### config.mk
export PLATFORM = sky130hd
export DESIGN_NAME = taint_shadow_dp
export DESIGN_NICKNAME = d
export VERILOG_FILES = /design/src/rtl/taint_pkg.sv /design/src/rtl/taint_ctrl.sv /design/src/rtl/taint_prop.sv /design/src/rtl/taint_dp.sv /design/src/rtl/taint_shadow_dp.sv
export SDC_FILE = /design/constraint.sdc
export NUM_CORES = 1
export LEC_CHECK = 0
export ABC_AREA = 0
export BUFFER_PORTS_ARGS = -buffer_cell sky130_fd_sc_hd__buf_4
export CORE_MARGIN = 1
export CORE_UTILIZATION = 59
export CTS_CLUSTER_DIAMETER = 150
export DETAILED_ROUTE_END_ITERATION = 12
export GPL_ROUTABILITY_DRIVEN = 1
export GPL_TIMING_DRIVEN = 0
export PLACE_DENSITY = 0.89
export SYNTH_ARGS = -nofsm -noshare
export SYNTH_HDL_FRONTEND = slang
export SYNTH_HIERARCHICAL = 1
export SYNTH_SLANG_ARGS = --single-unit
### constraint.sdc
create_clock -name clk -period 7.91 [get_ports clk]
set_input_delay 1.1865 -clock clk [delete_from_list [all_inputs] [get_ports clk]]
set_output_delay 1.1865 -clock clk [all_outputs]
set_load 0.03 [all_outputs]
### src/rtl/taint_pkg.sv
package taint_pkg;

  typedef enum logic [1:0] {
    GRAN_VAR  = 2'd0,
    GRAN_BYTE = 2'd1,
    GRAN_BIT  = 2'd2
  } gran_e;

  localparam int REG_CNT    = 4;
  localparam int SEL_W      = $clog2(REG_CNT);
  localparam int PARAM_REGS = 2;

  typedef struct packed {
    logic [REG_CNT-1:0] wrEn;
    logic [SEL_W-1:0]   selA;
    logic [SEL_W-1:0]   selB;
    logic               doSub;
  } strobe_t;

  function automatic int tagWidth(gran_e g, int w);
    case (g)
      GRAN_VAR:  return 1;
      GRAN_BYTE: return w / 8;
      default:   return w;
    endcase
  endfunction

endpackage

### src/rtl/taint_ctrl.sv
module taint_ctrl
  import taint_pkg::*;
(
  input  logic [REG_CNT-1:0] regWrEn,
  input  logic [SEL_W-1:0]   opASel,
  input  logic [SEL_W-1:0]   opBSel,
  input  logic               subtract,
  output strobe_t            stb
);

  // One strobe bundle feeds the data path and the shadow path alike.
  always_comb begin
    stb.wrEn  = regWrEn;
    stb.selA  = opASel;
    stb.selB  = opBSel;
    stb.doSub = subtract;
  end

endmodule

### src/rtl/taint_prop.sv
module taint_prop
  import taint_pkg::*;
#(
  parameter gran_e GRAN  = GRAN_BYTE,
  parameter int    TAG_W = 2
) (
  input  logic [TAG_W-1:0] aTag,
  input  logic [TAG_W-1:0] bTag,
  output logic [TAG_W-1:0] resTag
);

  generate
    if (GRAN == GRAN_VAR) begin : g_var
      assign resTag = aTag | bTag;
    end else begin : g_ripple
      // Carries move upward, so taint at a position reaches every higher position.
      logic [TAG_W-1:0] merged;
      assign merged = aTag | bTag;
      always_comb begin
        logic run;
        run = 1'b0;
        for (int i = 0; i < TAG_W; i++) begin
          run       = run | merged[i];
          resTag[i] = run;
        end
      end
    end
  endgenerate

endmodule

### src/rtl/taint_dp.sv
module taint_dp
  import taint_pkg::*;
#(
  parameter int    DATA_W = 16,
  parameter gran_e GRAN   = GRAN_BYTE,
  parameter int    TAG_W  = 2
) (
  input  logic              clk,
  input  logic              rstN,
  input  strobe_t           stb,
  input  logic [DATA_W-1:0] paramA,
  input  logic [TAG_W-1:0]  paramATag,
  input  logic [DATA_W-1:0] paramB,
  input  logic [TAG_W-1:0]  paramBTag,
  output logic [DATA_W-1:0] retVal,
  output logic [TAG_W-1:0]  retTag,
  output logic              cmpLt,
  output logic              cmpLtTag
);

  logic [DATA_W-1:0] dataQ [REG_CNT];
  logic [TAG_W-1:0]  tagQ  [REG_CNT];
  logic [DATA_W-1:0] dIn   [REG_CNT];
  logic [TAG_W-1:0]  tIn   [REG_CNT];

  logic [DATA_W-1:0] opA, opB, aluVal;
  logic [TAG_W-1:0]  opATag, opBTag, aluTag;

  // Operand mux tree and its shadow copy share the same selects.
  assign opA    = dataQ[stb.selA];
  assign opB    = dataQ[stb.selB];
  assign opATag = tagQ[stb.selA];
  assign opBTag = tagQ[stb.selB];

  assign aluVal = stb.doSub ? (opA - opB) : (opA + opB);

  taint_prop #(.GRAN(GRAN), .TAG_W(TAG_W)) u_addProp (
    .aTag  (opATag),
    .bTag  (opBTag),
    .resTag(aluTag)
  );

  // Compare unit chained after the adder; its propagation is chained the same way.
  assign cmpLt    = aluVal < opB;
  assign cmpLtTag = (|aluTag) | (|opBTag);

  assign retVal = aluVal;
  assign retTag = aluTag;

  generate
    for (genvar k = 0; k < REG_CNT; k++) begin : g_reg
      if (k == 0) begin : g_srcA
        assign dIn[k] = paramA;
        assign tIn[k] = paramATag;
      end else if (k == 1) begin : g_srcB
        assign dIn[k] = paramB;
        assign tIn[k] = paramBTag;
      end else begin : g_srcAlu
        assign dIn[k] = aluVal;
        assign tIn[k] = aluTag;
      end

      localparam logic [TAG_W-1:0] TAG_RST = (k < PARAM_REGS) ? '1 : '0;

      always_ff @(posedge clk or negedge rstN) begin
        if (!rstN) begin
          dataQ[k] <= '0;
          tagQ[k]  <= TAG_RST;
        end else if (stb.wrEn[k]) begin
          dataQ[k] <= dIn[k];
          tagQ[k]  <= tIn[k];
        end
      end


      hold_chk: assert property (@(posedge clk) disable iff (!rstN)
        !stb.wrEn[k] |=> ($stable(dataQ[k]) && $stable(tagQ[k])));
    end

    for (genvar i = 1; i < TAG_W; i++) begin : g_mono

      prefix_mono_chk: assert property (@(posedge clk) disable iff (!rstN)
        aluTag[i-1] |-> aluTag[i]);
    end
  endgenerate


  param_load_chk: assert property (@(posedge clk) disable iff (!rstN)
    stb.wrEn[0] |=> (dataQ[0] == $past(paramA) && tagQ[0] == $past(paramATag)));


  clean_ops_chk: assert property (@(posedge clk) disable iff (!rstN)
    (opATag == '0 && opBTag == '0) |-> (aluTag == '0 && !cmpLtTag));


  taint_reach_chk: assert property (@(posedge clk) disable iff (!rstN)
    (|(opATag | opBTag)) |-> aluTag[TAG_W-1]);


  flag_tag_chk: assert property (@(posedge clk) disable iff (!rstN)
    (|aluTag) |-> cmpLtTag);

endmodule

### src/rtl/taint_shadow_dp.sv
module taint_shadow_dp
  import taint_pkg::*;
#(
  parameter  int    DATA_W = 16,
  parameter  gran_e GRAN   = GRAN_BYTE,
  localparam int    TAG_W  = tagWidth(GRAN, DATA_W)
) (
  input  logic              clk,
  input  logic              rstN,
  input  logic [DATA_W-1:0] paramA,
  input  logic [TAG_W-1:0]  paramATag,
  input  logic [DATA_W-1:0] paramB,
  input  logic [TAG_W-1:0]  paramBTag,
  input  logic [REG_CNT-1:0] regWrEn,
  input  logic [SEL_W-1:0]  opASel,
  input  logic [SEL_W-1:0]  opBSel,
  input  logic              subtract,
  output logic [DATA_W-1:0] retVal,
  output logic [TAG_W-1:0]  retTag,
  output logic              cmpLt,
  output logic              cmpLtTag
);

  strobe_t stb;

  taint_ctrl u_ctrl (
    .regWrEn (regWrEn),
    .opASel  (opASel),
    .opBSel  (opBSel),
    .subtract(subtract),
    .stb     (stb)
  );

  taint_dp #(.DATA_W(DATA_W), .GRAN(GRAN), .TAG_W(TAG_W)) u_dp (
    .clk      (clk),
    .rstN     (rstN),
    .stb      (stb),
    .paramA   (paramA),
    .paramATag(paramATag),
    .paramB   (paramB),
    .paramBTag(paramBTag),
    .retVal   (retVal),
    .retTag   (retTag),
    .cmpLt    (cmpLt),
    .cmpLtTag (cmpLtTag)
  );

endmodule

==> summary.md <==
The flow ran to the end, and the final reports show no timing, DRC or antenna violations. The path class of the tightest hold or removal check is reg -> reg. The core footprint was 8340 µm². The later pin in the worst-skew pair is clocked with a latency of 0.36 ns. The run gives 6.72 ns as the data required time at the worst endpoint.

The run gives 31.3% as the aggregate global-route resource usage. For the placer congestion estimate, the log shows 0.928. After clock tree synthesis, the clock-pin slew on the worst setup and hold paths is 0.09 ns.

The launch instance of the worst register-to-register path was u_dp/dataQ[32]. At the worst endpoint, the arrival time is 6.52 ns. The run gives 38.5% as the relative max-transition margin. By count the netlist is led by 68 x dfrtp_1, 60 x mux2_2, 33 x inv_1, 32 x ha_1, 30 x nor2_1.

The routed length per placed instance works out to 20.9 µm. The logs give 9130 µm² for the die footprint and 9340 µm for the placed wire-length estimate. The logs give 529 for the number of nets produced by synthesis and 35.0% for the fraction of the yosys area taken by sequential cells.

Once the floorplan was initialized, standard cells occupied 61.9% of the core. Startpoint type of the worst setup path: an input port. Dividing the final minimum period by the clock period gives 97.4%. The tools report the worst min-delay path startpoint as u_dp/dataQ[61]. TritonCTS built the clock tree. Yosys instantiated no cell more often than dfrtp_1.

The summed negative setup slack over all endpoints was 0 ns; the count of filler cells inserted in the layout was 593. The post-synthesis async set-or-reset flop share works out to 100%. The via count of the first global-routing pass was 4,204. The antenna violation net count after detailed routing was 0. The synthesis-to-layout area growth was 15.5%; the routed wire length was 13,100 µm. The tools report the max-slew violation total from the final report as 0.

By area the synthesized netlist is led by dfrtp_1 33%, mux2_2 13%, mux4_2 13%. The mean number of vias per cell was 6.56. The worst setup path is captured at an output pin. The deepest clock path buffer count was 2; the transition time of the tightest slew-check pin was 0.923 ns. The analysis attributes to cell leakage a power of 2.61 nW.

For the placement-stage worst setup slack, the log shows -0.0473 ns. The run gives 0.0123 ns as the clock skew after layout. After synthesis the netlist holds a flip-flop and latch count of 72. Once the clock tree was built, the setup fixing pass inserted 0 buffers. The critical path is of the in -> out type.

The run gives 0.322 mV as the peak supply drop. The number of cells on the worst reg-to-reg path is 12. The logs give 72 for the sink count of the clock tree and 3 for the number of H-tree levels. Number of antenna violations at the first check in global routing: 0. The cell area after synthesis is 5160 µm², and the number of enable-type register cells in the synthesized netlist is 0.

The vertical extent of the die is 95.5 µm. The count of buffers added on input and output ports is 57. The net count of the finished layout came out at 595. The first global-routing pass estimated 20,900 µm of wire. Of the post-synthesis cell area, the dominant cell type holds 33.0%.

The time the worst path needs with I/O delays and setup is 7.70 ns, and the share of the core filled with cells is 71.5%. The diode insertion count for antenna repair was 0; the share of layout cells above drive strength 1 was 36.0%. Largest net degree at the start of global routing: 73. The cell count of the worst hold path was 1; the cell count after synthesis was 449. The number of unique standard cell types used by synthesis came out at 51. Overall power consumption after layout is estimated at 2.79 mW.

For this block, the via count after detailed routing is 4,097. Cell taking the most area after synthesis: dfrtp_1. The total overflow left after global routing is 0.

For this run, the number of Yosys warnings is 6. Based on the critical path, the design can be clocked at up to 0.130 GHz. The DRC violation total after the first TritonRoute iteration was 247. The run gives 0 as the final setup violation count. Buffers inserted to repair hold after CTS numbered 0. The register-to-register setup slack was 3.65 ns. The residual DRC count came out at 0. Counting the buffers created by CTS gives 9. In the post-route analysis, the smallest setup slack over all paths is 0.208 ns.

The average instance in the mapped netlist occupies 11.5 µm². Power spread over the standard cell area amounts to 468 nW/µm². Largest driver fanout on the critical path: 10. The worst flop-to-flop path endpoint is u_dp/dataQ[10]. The top flip-flop cell by instance count after synthesis is dfrtp_1. The tools report the worst min-delay path endpoint as u_dp/dataQ[61]. The die is 95.5 µm wide.

The number of instances resized during post-cts repair was 2; the count of pins on the block boundary was 67. The root cell of the clock tree is clkbuf_8. The number of rows created at floorplan came out at 33. The tool flagged a number of max-cap violations equal to 0.

The tools report the number of hold violations in the final report as 0. The tools report the first-pass iteration count of the detailed router as 4.
## final cells by class
type                    instances  area, µm²  area share (%)
plain buffers                  29        168            2.81
clock buffers                   9        124            2.08
clock inverters                 7        103            1.72
inverters                      33        124            2.08
multi-input cells             313       3080            51.6
flip-flops and latches         72       1810            30.3
well taps                     105        131            2.20
repair buffers                 57        428            7.18
## state kept, by name, summed over array words and instances, names as in the netlist
name / count
u_dp/tagQ: 8
u_dp/dataQ: 64
## cell usage in the layout (no fill, tap or decap), types with 13 or more instances in the layout
cell type	instances
o21ai_0	13
mux4_2	29
nand2_1	14
dfrtp_1	68
inv_1	33
a21oi_1	23
xnor2_1	20
nor2_1	30
ha_1	32
mux2_2	60
buf_4	67
## critical path, cell delays in order
cell and delay (ns):
buf_4 0.09, clkbuf_2 0.28, buf_2 0.38, mux4_2 0.47, nor4_1 0.45, nor2_1 0.11
xnor2_1 0.16, ha_1 0.33, o21ai_0 0.40, nor2_1 0.12, o21ai_0 0.15, a21boi_0 0.19
o21ai_0 0.34, nor2b_1 0.30, xnor2_1 0.20, ha_1 0.30, a21o_1 0.16, a21o_1 0.17
a21oi_1 0.16, nand2_1 0.06, o21ai_0 0.26, buf_4 0.22
## routing by layer
layer	track usage [%]	share of wire [%]
met2	51.9	49
met4	17.5	4.9
met1	38.7	38
met3	5.34	7.8
met5	0	0
## kinds of logic after synthesis
group           Yosys count  synth area share, %
fa+ha+maj                33                 8.15
simple gates             83                 8.68
compound gates           70                 8.51
buf+inv                  64                 5.58
mux                     102                 29.8
xor+xnor                 25                 4.24
flops                    72                 35.0
## through the flow
stage | cell area (µm²) | hold slack (ns) | cells
floorplan | 5160 | 0.490 | 449
global route | 5960 | 0.552 | 625
finish | 5960 | 0.535 | 625
global placement | 5720 | 0.500 | 611
CTS | 5950 | 0.535 | 627
detailed placement | 5720 | 0.515 | 611
## report_power, final
group          internal, mW  switching [mW]  leakage (nW)
clock network         0.181           0.159         0.110
registers             0.480          0.0765         0.822
logic                 0.786            1.11          1.67
## worst max-delay path by stage
| stage | startpoint | endpoint | slack, ns |
|---|---|---|---|
| finish | opBSel[1] | cmpLt | 0.21 |
| global placement | opASel[0] | cmpLt | -0.02 |
| detailed placement | opASel[0] | cmpLt | -0.05 |
| floorplan | opASel[0] | cmpLt | 0.20 |
| global route | opBSel[0] | cmpLt | -0.007 |
| CTS | opASel[0] | cmpLt | 0.05 |
Note: power is estimated with default switching activity, not from simulation.
